===== config.mk =====
export PLATFORM = sky130hd
export DESIGN_NAME = cfg_ram_port
export DESIGN_NICKNAME = d
export VERILOG_FILES = /design/src/rtl/cfg_ram_pkg.sv /design/src/rtl/cfg_index_reg.sv /design/src/rtl/cfg_ram_array.sv /design/src/rtl/cfg_sum_scan.sv /design/src/rtl/cfg_ram_port.sv
export SDC_FILE = /design/constraint.sdc
export NUM_CORES = 2
export LEC_CHECK = 0
export BUFFER_PORTS_ARGS = -buffer_cell sky130_fd_sc_hd__buf_2
export CORE_AREA = 4 4 369 371
export DETAILED_ROUTE_END_ITERATION = 12
export DIE_AREA = 0 0 373 375
export GPL_ROUTABILITY_DRIVEN = 0
export PLACE_DENSITY_LB_ADDON = 0.08
export REMOVE_ABC_BUFFERS = 1
export SLEW_MARGIN = 15
export SYNTH_ARGS = -nofsm -noshare
export SYNTH_HDL_FRONTEND = slang
export SYNTH_SLANG_ARGS = --single-unit

===== constraint.sdc =====
create_clock -name clk_i -period 5.15 [get_ports clk_i]
set_input_delay 0.515 -clock clk_i [delete_from_list [all_inputs] [get_ports clk_i]]
set_output_delay 0.515 -clock clk_i [all_outputs]
set_load 0.005 [all_outputs]

===== src/rtl/cfg_ram_pkg.sv =====
package cfg_ram_pkg;
  localparam int IDX_W        = 7;
  localparam int DATA_W       = 8;
  localparam int RTC_LAST     = 13;  // 0Dh: top of clock window
  localparam int RTC_RO_FIRST = 12;  // 0Ch: first read-only clock byte
  localparam int SUM_FIRST    = 16;  // 10h
  localparam int SUM_LAST     = 45;  // 2Dh
  localparam int SUM_HI       = 46;  // 2Eh
  localparam int SUM_LO       = 47;  // 2Fh

  typedef enum logic [1:0] {
    SCAN_IDLE,
    SCAN_RUN,
    SCAN_CMP
  } scan_st_e;
endpackage


===== src/rtl/cfg_index_reg.sv =====
module cfg_index_reg
  import cfg_ram_pkg::*;
#(
  parameter int AW = 7
) (
  input  logic              clk_i,
  input  logic              rst_ni,
  input  logic              we_i,
  input  logic [DATA_W-1:0] wdata_i,
  output logic [AW-1:0]     addr_o,
  output logic              nmi_mask_o
);
  logic [IDX_W-1:0] idx_q;
  logic             nmi_q;

  always_ff @(posedge clk_i or negedge rst_ni) begin
    if (!rst_ni) begin
      idx_q <= '0;
      nmi_q <= 1'b0;
    end else if (we_i) begin
      idx_q <= wdata_i[IDX_W-1:0];
      nmi_q <= wdata_i[DATA_W-1];
    end
  end

  // narrower build drops upper index bits -> aliasing
  assign addr_o     = idx_q[AW-1:0];
  assign nmi_mask_o = nmi_q;


  nmi_track_chk: assert property (@(posedge clk_i) disable iff (!rst_ni)
    we_i |=> (nmi_mask_o == $past(wdata_i[DATA_W-1])));

  idx_hold_chk: assert property (@(posedge clk_i) disable iff (!rst_ni)
    !we_i |=> ($stable(addr_o) && $stable(nmi_mask_o)));
endmodule


===== src/rtl/cfg_ram_array.sv =====
module cfg_ram_array
  import cfg_ram_pkg::*;
#(
  parameter int AW    = 7,
  parameter int DEPTH = 2 ** AW
) (
  input  logic              clk_i,
  input  logic              we_i,
  input  logic [AW-1:0]     addr_i,
  input  logic [DATA_W-1:0] wdata_i,
  output logic [DATA_W-1:0] rdata_o,
  input  logic [AW-1:0]     scan_addr_i,
  output logic [DATA_W-1:0] scan_data_o,
  output logic [DATA_W-1:0] sum_hi_o,
  output logic [DATA_W-1:0] sum_lo_o
);
  localparam logic [AW-1:0] HI_A = AW'(SUM_HI);
  localparam logic [AW-1:0] LO_A = AW'(SUM_LO);

  logic [DATA_W-1:0] mem [DEPTH];

  // battery-backed store: no reset
  always_ff @(posedge clk_i) begin
    if (we_i) mem[addr_i] <= wdata_i;
  end

  assign rdata_o     = mem[addr_i];
  assign scan_data_o = mem[scan_addr_i];
  assign sum_hi_o    = mem[HI_A];
  assign sum_lo_o    = mem[LO_A];
endmodule


===== src/rtl/cfg_sum_scan.sv =====
module cfg_sum_scan
  import cfg_ram_pkg::*;
#(
  parameter int AW    = 7,
  parameter int SUM_W = 16
) (
  input  logic              clk_i,
  input  logic              rst_ni,
  input  logic              start_i,
  input  logic [DATA_W-1:0] byte_i,
  input  logic [DATA_W-1:0] hi_i,
  input  logic [DATA_W-1:0] lo_i,
  output logic [AW-1:0]     addr_o,
  output logic              busy_o,
  output logic              done_o,
  output logic              ok_o,
  output logic [SUM_W-1:0]  sum_o
);
  localparam logic [AW-1:0] FIRST_A = AW'(SUM_FIRST);
  localparam logic [AW-1:0] LAST_A  = AW'(SUM_LAST);

  scan_st_e         st_q;
  logic [AW-1:0]    ptr_q;
  logic [SUM_W-1:0] acc_q, sum_q;
  logic             done_q, ok_q;

  always_ff @(posedge clk_i or negedge rst_ni) begin
    if (!rst_ni) begin
      st_q   <= SCAN_IDLE;
      ptr_q  <= '0;
      acc_q  <= '0;
      sum_q  <= '0;
      done_q <= 1'b0;
      ok_q   <= 1'b0;
    end else begin
      done_q <= 1'b0;
      unique case (st_q)
        SCAN_IDLE: begin
          if (start_i) begin
            st_q  <= SCAN_RUN;
            ptr_q <= FIRST_A;
            acc_q <= '0;
          end
        end
        SCAN_RUN: begin
          acc_q <= acc_q + SUM_W'(byte_i);
          ptr_q <= ptr_q + 1'b1;
          if (ptr_q == LAST_A) st_q <= SCAN_CMP;
        end
        SCAN_CMP: begin
          done_q <= 1'b1;
          sum_q  <= acc_q;
          ok_q   <= (acc_q == SUM_W'({hi_i, lo_i}));
          st_q   <= SCAN_IDLE;
        end
        default: st_q <= SCAN_IDLE;
      endcase
    end
  end

  assign addr_o = ptr_q;
  assign busy_o = (st_q != SCAN_IDLE);
  assign done_o = done_q;
  assign ok_o   = ok_q;
  assign sum_o  = sum_q;


  done_pulse_chk: assert property (@(posedge clk_i) disable iff (!rst_ni)
    done_o |=> !done_o);

  start_busy_chk: assert property (@(posedge clk_i) disable iff (!rst_ni)
    (start_i && !busy_o) |=> busy_o);

  done_idle_chk: assert property (@(posedge clk_i) disable iff (!rst_ni)
    done_o |-> !busy_o);

  ptr_range_chk: assert property (@(posedge clk_i) disable iff (!rst_ni)
    busy_o |-> (addr_o >= FIRST_A && addr_o <= LAST_A + 1'b1));
endmodule


===== src/rtl/cfg_ram_port.sv =====
module cfg_ram_port
  import cfg_ram_pkg::*;
#(
  parameter int RAM_BYTES = 128,
  parameter int SUM_W     = 16
) (
  input  logic             clk_i,
  input  logic             rst_ni,
  input  logic             idx_we_i,
  input  logic [7:0]       idx_wdata_i,
  input  logic             dat_we_i,
  input  logic [7:0]       dat_wdata_i,
  output logic [7:0]       dat_rdata_o,
  output logic             nmi_mask_o,
  output logic [3:0]       rtc_addr_o,
  output logic             rtc_we_o,
  output logic [7:0]       rtc_wdata_o,
  input  logic [7:0]       rtc_rdata_i,
  input  logic             scan_start_i,
  output logic             scan_busy_o,
  output logic             scan_done_o,
  output logic             sum_ok_o,
  output logic [SUM_W-1:0] sum_o
);
  localparam int AW = $clog2(RAM_BYTES);
  localparam logic [AW-1:0] RTC_LAST_A = AW'(RTC_LAST);
  localparam logic [AW-1:0] RTC_RO_A   = AW'(RTC_RO_FIRST);

  logic [AW-1:0]     addr;
  logic [AW-1:0]     scan_addr;
  logic [DATA_W-1:0] ram_rdata, scan_byte, sum_hi, sum_lo;
  logic              in_rtc, rtc_ro, ram_we;

  cfg_index_reg #(.AW(AW)) u_index (
    .clk_i      (clk_i),
    .rst_ni     (rst_ni),
    .we_i       (idx_we_i),
    .wdata_i    (idx_wdata_i),
    .addr_o     (addr),
    .nmi_mask_o (nmi_mask_o)
  );

  assign in_rtc = (addr <= RTC_LAST_A);
  assign rtc_ro = in_rtc && (addr >= RTC_RO_A);
  assign ram_we = dat_we_i && !in_rtc;

  cfg_ram_array #(.AW(AW)) u_ram (
    .clk_i       (clk_i),
    .we_i        (ram_we),
    .addr_i      (addr),
    .wdata_i     (dat_wdata_i),
    .rdata_o     (ram_rdata),
    .scan_addr_i (scan_addr),
    .scan_data_o (scan_byte),
    .sum_hi_o    (sum_hi),
    .sum_lo_o    (sum_lo)
  );

  cfg_sum_scan #(.AW(AW), .SUM_W(SUM_W)) u_scan (
    .clk_i   (clk_i),
    .rst_ni  (rst_ni),
    .start_i (scan_start_i),
    .byte_i  (scan_byte),
    .hi_i    (sum_hi),
    .lo_i    (sum_lo),
    .addr_o  (scan_addr),
    .busy_o  (scan_busy_o),
    .done_o  (scan_done_o),
    .ok_o    (sum_ok_o),
    .sum_o   (sum_o)
  );

  assign rtc_addr_o  = addr[3:0];
  assign rtc_we_o    = dat_we_i && in_rtc && !rtc_ro;
  assign rtc_wdata_o = dat_wdata_i;
  assign dat_rdata_o = in_rtc ? rtc_rdata_i : ram_rdata;


  rtc_ro_chk: assert property (@(posedge clk_i) disable iff (!rst_ni)
    rtc_we_o |-> (rtc_addr_o < 4'd12));

  rtc_wdata_chk: assert property (@(posedge clk_i) disable iff (!rst_ni)
    rtc_we_o |-> (dat_we_i && rtc_wdata_o == dat_wdata_i));
endmodule


# Word level (Yosys, flattened, before mapping)
# Memory sizes are Yosys's and may differ from the RTL's.
# Cells that the tools add are included.
# totals
regBits	51
ramBits	1024
in_bits	29
wordCells	41
mem_count	1
# memory_table
memory	words	word_bits	read_ports	rd_clocked_by_memory_dff	wr	line_no	text
u_ram.mem	128	8	4	0	1	cfg_ram_array.sv:20	logic [DATA_W-1:0] mem [DEPTH];
# op_classes
addsub	2
magnitude_cmp	2
eq_ne	6
muxes	11
n_reduce_logical	11
# ops
operator	count
16-bit case mux with 2 select lines	1
16-bit by 8-bit adder with 16-bit output	1
16-bit == test	1
16-bit two-way mux	1
7-bit case mux with 2 select lines	1
8-bit two-way mux	1
7-bit by 1-bit adder with 7-bit output (second input constant)	1
7-bit by 6-bit == test with 1-bit output (second input constant)	1
7-bit by 4-bit >= comparator with 1-bit output (second input constant)	1
7-bit by 4-bit less-or-equal comparator with 1-bit output (second input constant)	1
7-bit two-way mux	1
1-bit logical AND	4
2-bit two-way mux	2
2-bit case mux with 2 select lines	1
2-bit AND reduction	2
2-bit nonzero test	2
1-bit two-way mux	3
2-bit by 1-bit == test with 1-bit output (second input constant)	1
2-bit == test (second input constant)	1
1-bit logical NOT	2
2-bit logical NOT	1
2-bit by 1-bit != test with 1-bit output (second input constant)	1
2-bit != test (second input constant)	1

# Longest topological paths before layout
# logic_depth
ltp_word	5
mapped_depth	18
mapped_depth_nobuf	13

# Cells and area by module
# From an unflattened synthesis, not the netlist that was laid out.
# hier_totals
cells_unflattened	2948
hier_area_um2	50932.6
# by_module_without_submodules
mod	instances	cells_each	area_each_um2
cfg_ram_array	1	2701	48137.4
cfg_sum_scan	1	208	2262.2
cfg_index_reg	1	17	331.6
cfg_ram_port	1	22	201.4

# Least setup slack after synthesis
# Ideal clock, no wire load.
# synth_timing
path_type	register to register
start	reg u_scan.ptr_q[1] (netlist: u_scan.addr_o[1])
end	reg u_scan.acc_q[10]
setup_ns	0.087
t_arrival_ns	4.177
path_slack_ns	0.887
path_stages_with_launch	16
cell_sequence	dfrtp_1 -> buf_2 -> clkbuf_1 -> buf_1 -> mux4_2 -> mux4_2 -> a221oi_1 -> nand3_1 -> ha_1 -> fa_1 -> a21o_1 -> a21oi_1 -> o21bai_1 -> a2111o_1 -> and2_1 -> o211ai_1
# synth_via
elab_chain_len	3
# synth_lines
item	line_no	text
start, declared	cfg_sum_scan.sv:23	logic [AW-1:0] ptr_q;
start signal, assigned	cfg_sum_scan.sv:47	ptr_q <= ptr_q + 1'b1;
memory read 128 x 8 bit	--	
16-bit by 8-bit adder with 16-bit output	cfg_sum_scan.sv:46	acc_q <= acc_q + SUM_W'(byte_i);
16-bit case mux with 2 select lines	cfg_sum_scan.sv:37	unique case (st_q)
end signal, assigned	cfg_sum_scan.sv:46	
end, declared	cfg_sum_scan.sv:24	logic [SUM_W-1:0] acc_q, sum_q;
# No other way between the ends.
# A chain may end at the register's enable or synchronous reset.

# Worst setup path in the final report
# layout_timing
start	reg u_index.idx_q[2] (netlist: u_index.addr_o[2])
end	out dat_rdata_o[4]
# layout_via
elab_chain_len	2
elab_cells_between_ends	3
classes_between	order compare (1); mux (1); memory (1)
# layout_lines
item	line_no	text
start, declared	cfg_index_reg.sv:13	logic [IDX_W-1:0] idx_q;
start signal, assigned	cfg_index_reg.sv:21	idx_q <= wdata_i[IDX_W-1:0];
memory read 128 x 8 bit or 7-bit by 4-bit less-or-equal comparator with 1-bit output (tied branches)	--	
8-bit two-way mux (*)	cfg_ram_port.sv:76	assign dat_rdata_o = in_rtc ? rtc_rdata_i : ram_rdata;
end, declared	cfg_ram_port.sv:13	output logic [7:0] dat_rdata_o,
# Every way passes the cells marked *; elsewhere a longest branch is shown, timed or not.

==> reports/results.ini <==
[status]
outcome=complete, no violations

[critical_path]
cp-endpoint=dat_rdata_o[4]
cp_common_cell=nand3_1
critPathArrivalTime_ns=4.56
crit_buf_inv=1
critical_path.slowest_cell=dfrtp_1
timing.rr.start=u_scan.addr_o[0]$_DFFE_PN0P_
cp_top_family=simple AND/OR/NAND/NOR gates
crit_start=u_index.addr_o[2]$_DFFE_PN0P_
r2r_slack_ns=0.31
max_stage_delay_ns=0.86
reg2reg_to=u_scan.acc_q[10]$_DFFE_PN0P_
end_kind=output port
path_max_fanout=25
start_kind=flip-flop
crit_chain=nand4bb_2, o22ai_1, nor4_1, nand3_1, o211ai_1, nand3_1, buf_2
crit_cells=7
path_class=reg2out
crit_required_ns=4.64
rr_worst_depth=15

[drt]
first_pass_iters=6
drtAntennaViolNets=0
drt_iter0_markers=3594
viasPerCell=6.09
drc_errors=0
routed_wl_um=175000
vias=31600
post_drt_wl_per_cell_um=33.8

[synth]
async_reset_ff_frac=0.0474
yosysWarnings=0
syn_avg_cell_area_sq_um=16.7
ys_ff_latch=1075
synth-edff-count=1024
yosys.area.top_type=edfxtp_1
yosysSeqAreaShare=0.636
synthCells=3017
yosysUniqueCellTypes=50
synth_area_sq_mm=0.0503
synthTopCellsByArea=edfxtp_1 (61%), mux4_2 (13%), mux2i_1 (12%)
synth-main-ff-cell=edfxtp_1
yosysTopAreaCellShare=0.611

[timing]
worstMarginPinSlew_ns=1.18
finalWorstSetupSlack_ns=0.0782
rsz0062_at_grt=false
relSlewSlack=0.212
skew_ns=0.0310
slew_violations=0
min_period_ns=5.07
fmax_ghz=0.197
setup_tns_ns=0
setup-violations-final=0
hold_viol_final=0
fin_hold_ws_ns=0.176
period_share=0.985

[cells_and_area]
final_nets=3349
drive_gt1_frac=0.237
layout_common_cells=edfxtp_1 (1,024), mux2i_1 (582), mux4_2 (288)
utilization=0.439
final_common_cell=edfxtp_1
syn2layout_area_growth_pct=16.0

[floorplanning]
die_w_um=373
ios=70
core_sq_mm=0.133
rows=134
start_util=0.379
die_y_um=375
die_area_sq_mm=0.140

[global_route]
grt_max_degree=96
grt_pass1_vias=31800
grt_usage=0.245
grt_pass1_wl_um=245000
antenna_found_initial=4
grt_overflow=0

[pwr]
p_leak_nw=19.8
p_int_mw=15.6
power_mw=20.6
p_clk_frac=0.422
ir_worst_vdd_v=0.000260
powerDensity_mw_per_mm2=354
p_seq_frac=0.483
p_sw_frac=0.244
switchingPower_mw=5.04
combPwrFrac=0.095

[clocking]
root_buffer=clkbuf_16
worstSkewPairLatency_ns=0.74
cts_buffers=118
clkTransAtPathRegs_ns=0.06
cts_buffer_depth=3
h-tree-depth=3
cts_tree=built
cts.sinks=1075

[place]
post-dp-hpwl_um=116000
port_buffers=69
pre_cts_slack_ns=0.342

[hold_path]
min_path_type=in2reg

[job]
cap_violations=0

-- cells in the mapped netlist, drive strengths merged (7+ instances only) --
cell and number:
a22o 10, nand2 80, xor2 19, nor2b 9
dfrtp 51, nor2 129, a221oi 8, ha 10
mux4 288, clkbuf 157, a21oi 27, nor4 70
o21ai 20, mux2i 582, edfxtp 1024, nand3 64
o211ai 19, a22oi 16, inv 7, o22ai 256
buf 89, mux2 23
-- flip-flops by register name (all words and copies together) (netlist names) --
register / cells
u_scan.addr_o: 7
u_index.nmi_mask_o: 1
u_scan.sum_o: 16
u_ram.mem: 1024
u_scan.ok_o: 1
u_scan.st_q: 2
u_index.addr_o: 7
u_scan.acc_q: 16
u_scan.done_o: 1
-- power by group through the flow --
stage | clock [mW] | combinational (mW) | sequential [mW]
6_report | 8.70 | 1.96 | 9.98
3_3_place_gp | 0 | 1.91 | 10.2
2_1_floorplan | 0 | 1.69 | 10.2
4_1_cts | 8.88 | 1.93 | 9.98
5_1_grt | 9.25 | 2.08 | 9.99
3_5_place_dp | 0 | 1.92 | 10.2
-- layer usage --
metal | routed length, um | vias up | GRT usage | share of wire
met1 | 76300 | 16900 | 0.353 | 0.44
li1 | - | 12900 | - | -
met5 | 36 | - | 0 | 0.00021
met4 | 5050 | 4 | 0.0743 | 0.029
met3 | 12800 | 264 | 0.0376 | 0.073
met2 | 80800 | 1415 | 0.384 | 0.46
-- worst register-to-register path: stages, from the launching register on --
cell and delay (ns):
dfrtp_4 0.49, buf_12 0.17, buf_12 0.24, buf_4 0.24, buf_4 0.17, mux4_2 0.50
mux4_2 0.48, a22o_1 0.40, a221oi_1 0.51, nand3_1 0.15, ha_1 0.33, inv_1 0.10
o21bai_1 0.11, a2111o_1 0.47, and2_1 0.19, o211ai_1 0.20
-- logic make-up after synthesis --
family	share of synthesized area
fa+ha+maj	0.00288
simple gates	0.0381
flops	0.636
mux	0.250
other cells	0.0000745
xor+xnor	0.00383
compound gates	0.0468
buf+inv	0.0221
-- what timing repair did --
| item | CTS | global route |
|---|---|---|
| resized for setup | 0 | 1 |
| hold buffers | 9 | 0 |
| endpoints found under the hold margin | 59 | 0 |
| setup endpoints to repair | 0 | 2 |
| setup buffers | 0 | 1 |
-- cell type report --
type / count / area (sq um)
Inverter: 7 / 26.3
Fill cell: 11600 / 74600
Clock buffer: 144 / 3110
Clock inverter: 77 / 842
Antenna cell: 2 / 5.00
Tap cell: 1768 / 2210
Multi-Input combinational cell: 1800 / 17700
Sequential cell: 1075 / 32000
Timing Repair Buffer: 307 / 2450
-- how the worst min path moves through the flow --
stage	from	cells after the start	slack, ns	endpoint
4_1_cts	scan_start_i	3	0.11	u_scan.addr_o[4]$_DFFE_PN0P_
3_3_place_gp	u_scan.sum_o[11]$_DFFE_PN0P_	2	0.47	u_scan.sum_o[11]$_DFFE_PN0P_
6_report	scan_start_i	3	0.18	u_scan.addr_o[4]$_DFFE_PN0P_
2_1_floorplan	rst_ni	0	0.22	u_index.addr_o[0]$_DFFE_PN0P_
3_5_place_dp	u_scan.sum_o[11]$_DFFE_PN0P_	2	0.48	u_scan.sum_o[11]$_DFFE_PN0P_
5_1_grt	idx_we_i	2	0.18	u_index.nmi_mask_o$_DFFE_PN0P_
-- metrics by stage --
| stage | cells | area [sq um] |
|---|---|---|
| floorplan | 2882 | 49700 |
| global placement | 4947 | 54300 |
| detailed placement | 4947 | 54300 |
| CTS | 5177 | 58300 |
| global route | 5178 | 58400 |
| finish | 5180 | 58400 |
No activity file was read; power rests on OpenSTA's default activity.
